$ cat config.mk
export PLATFORM = sky130hd
export DESIGN_NAME = burst_sram
export DESIGN_NICKNAME = d
export VERILOG_FILES = /design/src/rtl/burst_sram_pkg.sv /design/src/rtl/bsram_ctrl.sv /design/src/rtl/bsram_array.sv /design/src/rtl/bsram_outstage.sv /design/src/rtl/burst_sram.sv
export SDC_FILE = /design/constraint.sdc
export NUM_CORES = 1
export LEC_CHECK = 0
export BUFFER_PORTS_ARGS = -buffer_cell sky130_fd_sc_hd__buf_2
export CAP_MARGIN = 40
export CORE_UTILIZATION = 62
export DETAILED_ROUTE_END_ITERATION = 10
export PLACE_DENSITY = 0.8
export RECOVER_POWER = 25
export SYNTH_ARGS = -nofsm -noshare
export SYNTH_HDL_FRONTEND = slang
export SYNTH_SLANG_ARGS = --single-unit
$ cat constraint.sdc
create_clock -name clk -period 6.1 [get_ports clk]
set_clock_uncertainty 0.15 [all_clocks]
set_input_delay 0.915 -clock clk [delete_from_list [all_inputs] [get_ports clk]]
set_output_delay 0.915 -clock clk [all_outputs]
set_load 0.005 [all_outputs]
$ cat src/rtl/burst_sram_pkg.sv
package burst_sram_pkg;
    localparam int LANES   = 4;
    localparam int LANE_W  = 9;
    localparam int WORD_W  = LANES * LANE_W;
    localparam int ADDR_W  = 4;
    localparam int BURST_W = 2;
    localparam int DEPTH   = 1 << ADDR_W;

    typedef logic [WORD_W-1:0] word_t;
    typedef logic [ADDR_W-1:0] addr_t;
    typedef logic [LANES-1:0]  lane_mask_t;

    typedef enum logic [1:0] {OP_IDLE, OP_READ, OP_WRITE} op_e;

    typedef struct packed {
        op_e   op;
        addr_t addr;
    } cyc_t;

    // Lanes a write would touch; all zero means the cycle is a read.
    function automatic lane_mask_t lane_mask(input logic all_n, input logic en_n,
                                             input lane_mask_t sel_n);
        if (!all_n)     return '1;
        else if (!en_n) return ~sel_n;
        else            return '0;
    endfunction

    // Linear step inside an aligned block of 2**BURST_W words.
    function automatic addr_t burst_next(input addr_t a);
        addr_t r;
        r = a;
        r[BURST_W-1:0] = a[BURST_W-1:0] + BURST_W'(1);
        return r;
    endfunction
endpackage

$ cat src/rtl/bsram_ctrl.sv
module bsram_ctrl
    import burst_sram_pkg::*;
(
    input  logic       clk,
    input  logic       rst,
    input  logic       sel_ok,
    input  logic       start_rd_n,
    input  logic       start_any_n,
    input  logic       step_n,
    input  lane_mask_t req_mask,
    input  addr_t      addr,
    output cyc_t       cyc,
    output lane_mask_t wr_mask
);
    logic  active_q, active_d;
    addr_t cur_q;
    logic  wr_req;

    assign wr_req = |req_mask;

    always_comb begin
        cyc.op   = OP_IDLE;
        cyc.addr = cur_q;
        active_d = active_q;
        if (!start_rd_n) begin
            active_d = sel_ok;
            if (sel_ok) begin
                cyc.op   = OP_READ;
                cyc.addr = addr;
            end
        end else if (!start_any_n) begin
            active_d = sel_ok;
            if (sel_ok) begin
                cyc.op   = wr_req ? OP_WRITE : OP_READ;
                cyc.addr = addr;
            end
        end else if (active_q) begin
            cyc.op   = wr_req ? OP_WRITE : OP_READ;
            cyc.addr = step_n ? cur_q : burst_next(cur_q);
        end
        wr_mask = (cyc.op == OP_WRITE) ? req_mask : '0;
    end

    always_ff @(posedge clk) begin
        if (rst) begin
            active_q <= 1'b0;
            cur_q    <= '0;
        end else begin
            active_q <= active_d;
            if (cyc.op != OP_IDLE) cur_q <= cyc.addr;
        end
    end
endmodule

$ cat src/rtl/bsram_array.sv
module bsram_array
    import burst_sram_pkg::*;
(
    input  logic       clk,
    input  cyc_t       cyc,
    input  lane_mask_t wr_mask,
    input  word_t      din,
    output word_t      rdata
);
    for (genvar g = 0; g < LANES; g++) begin : g_lane
        logic [LANE_W-1:0] store [DEPTH];
        logic [LANE_W-1:0] rd_q;

        always_ff @(posedge clk) begin
            if (wr_mask[g]) store[cyc.addr] <= din[g*LANE_W +: LANE_W];
            if (cyc.op == OP_READ) rd_q <= store[cyc.addr];
        end

        assign rdata[g*LANE_W +: LANE_W] = rd_q;
    end
endmodule

$ cat src/rtl/bsram_outstage.sv
module bsram_outstage
    import burst_sram_pkg::*;
(
    input  logic clk,
    input  logic rst,
    input  op_e  op,
    input  logic out_en_n,
    output logic data_oe
);
    logic rd_valid_q;

    always_ff @(posedge clk) begin
        if (rst) rd_valid_q <= 1'b0;
        else     rd_valid_q <= (op == OP_READ);
    end

    assign data_oe = rd_valid_q && !out_en_n;
endmodule

$ cat src/rtl/burst_sram.sv
module burst_sram
    import burst_sram_pkg::*;
(
    input  logic              clk,
    input  logic              rst,
    input  logic              sel_a_n,
    input  logic              sel_b,
    input  logic              sel_c_n,
    input  logic              start_rd_n,
    input  logic              start_any_n,
    input  logic              step_n,
    input  logic              all_wr_n,
    input  logic              lane_wr_en_n,
    input  logic [LANES-1:0]  lane_sel_n,
    input  logic [ADDR_W-1:0] addr,
    input  logic [WORD_W-1:0] data_in,
    input  logic              out_en_n,
    output logic [WORD_W-1:0] data_out,
    output logic              data_oe
);
    logic       sel_ok;
    lane_mask_t req_mask, wr_mask;
    cyc_t       cyc;

    assign sel_ok   = !sel_a_n && sel_b && !sel_c_n;
    assign req_mask = lane_mask(all_wr_n, lane_wr_en_n, lane_sel_n);

    bsram_ctrl u_ctrl (
        .clk(clk), .rst(rst), .sel_ok(sel_ok),
        .start_rd_n(start_rd_n), .start_any_n(start_any_n), .step_n(step_n),
        .req_mask(req_mask), .addr(addr), .cyc(cyc), .wr_mask(wr_mask)
    );

    bsram_array u_array (
        .clk(clk), .cyc(cyc), .wr_mask(wr_mask), .din(data_in), .rdata(data_out)
    );

    bsram_outstage u_out (
        .clk(clk), .rst(rst), .op(cyc.op), .out_en_n(out_en_n), .data_oe(data_oe)
    );
endmodule

==> results.ini, run 1 <==
[grt]
met2_usage_pct=49.2
grt_pass1_vias=16800
grt_util_met1_pct=42.6
grt_overflow_total=0
grt_usage_pct=30.8
grt_max_degree=77
grt_busiest_layer=met2
met3_usage_pct=4.31
antenna_found_initial=1
grt_pass1_wl_um=102000

[synthesis]
yosysTopAreaCell=edfxtp_1
synth-warning-count=0
synth_cells=1777
syn_area_per_cell_um2=15.3
yosys-top-cells-count=edfxtp_1, mux2_2, nand2_1
synth.distinct_cells=59
ys_ff_latch=618
synthFlopType=edfxtp_1
syn-num-nets=1832
synth_edf_count=612
synth-async-reset-ratio_pct=0
synth_seq_area_share_pct=68.2
syn_area_um2=27100
yosysTopAreaCellShare_pct=67.7
yosys-top-cells-area=edfxtp_1, mux2_2, mux2i_1
yosysMostFrequentCell=edfxtp_1

[worst_setup_path]
cp_max_fo=27
crit_arrival_ns=4.35
r2r_end=u_array.g_lane[0].store[3][3]$_DFFE_PP_
slowest_stage=nor2_1
cp.required_ns=6.20
crit_path_cell_trace=buf_2 > and2_2 > a22oi_1 > o21ai_4 > buf_4 > nand3_1 > nor2_1
cp-end-kind=flop
critical_path_buf_inv_count=2
worstSetupPathType=in2reg
rrSetupSlack_ns=2.17
start_kind=primary input
critical-path-top-delay-family=simple AND/OR/NAND/NOR gates
max_stage_delay_ns=0.82
r2r_cells=6
timing.rr.start=u_ctrl.cur_q[0]$_SDFFE_PP0P_

[routing]
viasPerCell=6.91
ant_nets=0
drc=0
wire_per_inst_um=27.2
drt_iter0_drc=2191
drt-total-wl_um=67900
vias=17200
firstDrtPassIters=6

[sta]
worst_pin_slew_ns=0.938
max_freq_mhz=235
period_share_pct=69.6
fin_setup_tns_ns=0
maxSlewHeadroom_pct=37.5
post-route-min-period_ns=4.25
setup_violations=0
rsz0062_at_grt=false
slew_violations=0
hold_viol=0

[placement]
dp_hpwl_um=42000
dp.cells=2387
port_buffers=91
place_congestion=0.886

[power]
max-vdd-ir-drop_uv=218
power_density_nw_per_um2=290
comb_power_share_pct=5.7
swShare_pct=21.2
power_switching_uw=1860
pwr-share-clk_pct=40.6
pwr-share-seq_pct=53.7
p_int_uw=6880
leakage_uw=0.00934

[final_layout]
fin_cells=2496
drive_gt1_share_pct=21.9
finalNetCount=1917
area_delta_synth_final_pct=11.2
fill_cells=2689

[die]
die_height_um=211
rows=76
start_util_pct=63.0
core-area_um2=43100
io_pins=92
die_w_um=211
die_area_um2=44600

[cts]
cts_max_level=2
cts-root-buf=clkbuf_16
insertion_delay_ns=0.63
cts-buffers-inserted=58
hold_buffers=0
postCtsSetupBuffers=0
clkTransAtPathRegs_ns=0.06
ctsResizeCount=0
clock-sinks=618
clk_path_buf_depth=3
cts_tree=yes

[job]
cap_violations=0

[min_path]
worstHoldStart=u_ctrl.cur_q[2]$_SDFFE_PP0P_
hold_path_end=u_ctrl.cur_q[2]$_SDFFE_PP0P_
whs_path_depth=2
hold_class=reg2reg

[outcome]
status=finished, final reports clean

-- sequential cells by signal, summed over array words and instances, names as in the netlist --
register / count
u_array.g_lane.store: 576
u_out.rd_valid_q: 1
u_array.g_lane.rd_q: 36
u_ctrl.active_q: 1
u_ctrl.cur_q: 4
-- layout by cell type (no fill, tap or decap), types with 36 or more instances in the layout --
cell type / count
a211oi_1: 36
a21oi_1: 78
a221oi_1: 70
a22oi_1: 72
a32oi_1: 42
buf_2: 72
buf_4: 69
clkbuf_1: 41
clkbuf_16: 61
edfxtp_1: 612
mux2_1: 48
mux2_2: 167
mux2i_1: 71
nand2_1: 98
nor2_1: 54
nor2b_1: 38
nor3_1: 52
o211ai_1: 38
-- power groups by stage --
stage,clock network (µW),logic (µW),registers [µW]
6_report,3540,499,4690
5_1_grt,3720,528,4690
4_1_cts,3550,494,4690
3_5_place_dp,0,491,4780
3_3_place_gp,0,470,4780
2_1_floorplan,0,300,4780
-- through the flow --
| stage | area [µm²] | power, µW | hold WS, ns | setup WS [ns] | util, % |
|---|---|---|---|---|---|
| floorplan | 27100 | 5080 | 0.322 | 1.03 | - |
| global placement | 28100 | 5250 | 0.359 | 1.49 | 65.1 |
| detailed placement | 28300 | 5270 | 0.364 | 1.34 | 65.7 |
| CTS | 30200 | 8740 | 0.372 | 1.97 | 70.1 |
| global route | 30200 | 8930 | 0.402 | 1.75 | 70.0 |
| finish | 30200 | 8730 | 0.384 | 1.85 | 70.0 |
-- routing by layer --
layer	up-vias	share of wire, %
met1	8669	39
met2	1005	48
met5	-	0
met4	0	4.2
met3	185	8.6
li1	7389	-
-- worst max path at each step --
stage,startpoint,end,slack [ns],cells past startpoint
final,start_any_n,u_array.g_lane[0].store[3][3]$_DFFE_PP_,1.85,7
after global routing,start_any_n,u_array.g_lane[3].store[7][8]$_DFFE_PP_,1.75,7
after CTS,start_any_n,u_array.g_lane[0].store[3][5]$_DFFE_PP_,1.97,7
after detailed placement,start_any_n,u_array.g_lane[0].store[3][1]$_DFFE_PP_,1.34,7
after global placement,start_any_n,u_array.g_lane[2].store[3][3]$_DFFE_PP_,1.49,7
after floorplan,start_any_n,u_array.g_lane[0].rd_q[0]$_DFFE_PP_,1.03,6
-- area by class of cell --
cell class,instances,area [µm²],area share [%]
sequential,618,18500,61.4
multi-input combinational,1014,7990,26.5
clock buffer,84,1640,5.45
timing repair buffer,167,1070,3.53
tap,585,732,2.43
clock inverter,23,213,0.705
inverter,3,11.3,0.0373
antenna,2,5.00,0.0166
-- cell families (layout without fill, tap and decap cells) --
kind of cell,after synthesis,count (layout),synth area share [%]
simple gates,323,323,6.19
compound gates,402,402,11.2
mux,287,287,11.6
other cells,0,2,0
flops,618,618,68.2
buf+inv,145,277,2.73
xor+xnor,2,2,0.0923
-- worst reg2reg max path, delay by kind of cell (launching register included) --
kind | cells | cell delay (ns)
AOI/OAI and AO/OA | 2 | 0.86
buffers and inverters | 1 | 0.45
DFF | 1 | 0.42
and+or+nand+nor | 3 | 1.67
(Power assumes the default switching activity.)
==> run 2, diff against run 1 <==
- clock period: 6.1 -> 4.4 ns (I/O delays scaled with it)
==> results.ini, run 2 (synthesized netlist as in run 1, its figures left out) <==
[grt]
grt_max_degree=82
grt_pass1_wl_um=103000
grt_usage_pct=31.1
grt_pass1_vias=17200
grt_overflow_total=0
antenna_found_initial=1

[cts]
clk_path_buf_depth=3
cts-root-buf=clkbuf_16
cts_max_level=2
cts_tree=yes
clkTransAtPathRegs_ns=0.06
hold_buffers=0
insertion_delay_ns=0.62
clock-sinks=618
cts-buffers-inserted=58
postCtsSetupBuffers=0
ctsResizeCount=0

[die]
rows=76
die_height_um=211
start_util_pct=63.0
die_w_um=211
core-area_um2=43100
die_area_um2=44600
io_pins=92

[routing]
drc=0
drt-total-wl_um=69400
vias=17600
drt_iter0_drc=2222
wire_per_inst_um=27.5
firstDrtPassIters=8
viasPerCell=6.97
ant_nets=0

[worst_setup_path]
start_kind=flop
timing.rr.start=u_ctrl.cur_q[1]$_SDFFE_PP0P_
crit_arrival_ns=4.04
cp.required_ns=4.60
cp-end-kind=flop
worstSetupStartpoint=u_ctrl.cur_q[1]$_SDFFE_PP0P_
cp_max_fo=50
worstSetupPathType=reg2reg

[sta]
rsz0062_at_grt=false
slew_violations=0
maxSlewHeadroom_pct=37.1
setup_violations=0
fin_hold_ws_ns=0.173
post-route-min-period_ns=3.85
hold_viol=0
max_freq_mhz=260
fin_setup_tns_ns=0
period_share_pct=87.4
worst_pin_slew_ns=0.944

[final_layout]
layout_common_cells=edfxtp_1, mux2_2, nand2_1
fill_cells=2676
area_delta_synth_final_pct=12.5
fin_cells=2526
reg_top3=u_array.g_lane.store x576, u_array.g_lane.rd_q x36, u_ctrl.cur_q x4
stdcell_area_um2=30500
largest_reg_flops=576
drive_gt1_share_pct=23.3
finalNetCount=1947
largest_register=u_array.g_lane.store
layout_commonest_cell=edfxtp_1

[placement]
dp.cells=2417
placed_area_um2=28600
place_congestion=0.861
port_buffers=91
dp_hpwl_um=41000

[power]
power_uw=12200
leakage_uw=0.00957
power_density_nw_per_um2=400
max-vdd-ir-drop_uv=323

[job]
cap_violations=0

[min_path]
worstHoldStart=rst
hold_class=in2reg

[outcome]
status=finished, final reports clean

-- run 2: changes by cell type in the layout (fill, tap and decap cells not counted), sizes merged --
cell,before,now
clkinvlp,3,2
clkinv,17,21
clkbuf,105,103
inv,2,3
bufinv,4,5
diode,2,1
buf,146,174
-- run 2: layout make-up --
type	instances	area, µm²	area share [%]
well taps	585	732	2.40
multi-input cells	1014	7990	26.2
inverters	3	11.3	0.0369
repair buffers	197	1360	4.47
diodes	1	2.50	0.00820
clock buffers	80	1660	5.43
clock inverters	28	262	0.857
flip-flops and latches	618	18500	60.6
-- run 2: final timing paths --
check | to | slack, ns | cells past startpoint
max | u_array.g_lane[2].rd_q[6]$_DFFE_PP_ | 0.55 | 8
max reg2reg | u_array.g_lane[2].rd_q[6]$_DFFE_PP_ | 0.55 | 8
min reg2reg | u_ctrl.cur_q[3]$_SDFFE_PP0P_ | 0.37 | 2
min | u_ctrl.cur_q[3]$_SDFFE_PP0P_ | 0.17 | 2
-- run 2: power by group --
group	internal [µW]	switching (µW)	total, µW
sequential	6490	11.9	6510
combinational	239	450	689
clock	2910	2110	5030
total	9650	2570	12200
-- run 2: critical path: stages, from the launching register on --
cell	delay [ns]
dfxtp_4	0.78
clkinv_1	0.35
buf_4	0.43
a221o_1	0.40
o21ai_4	0.20
buf_4	0.44
mux2_2	0.39
a32oi_1	0.24
nand4b_1	0.15
-- run 2: stage by stage --
| step | setup WS [ns] | util (%) |
|---|---|---|
| after global routing | 0.479 | 70.8 |
| after global placement | 0.515 | 66.1 |
| after CTS | 0.589 | 70.9 |
| after detailed placement | 0.554 | 66.4 |
| after floorplan | 0.571 | - |
| final | 0.553 | 70.8 |
-- run 2: routing by layer --
layer / track usage (%) / routed length (µm) / part of all wire [%] / vias up
met5: 0 / 0 / 0 / -
met4: 14.3 / 2980 / 4.3 / 0
met3: 6.17 / 7330 / 11 / 198
met2: 48.6 / 32400 / 47 / 1191
met1: 42.6 / 26800 / 39 / 8765
li1: - / - / - / 7456
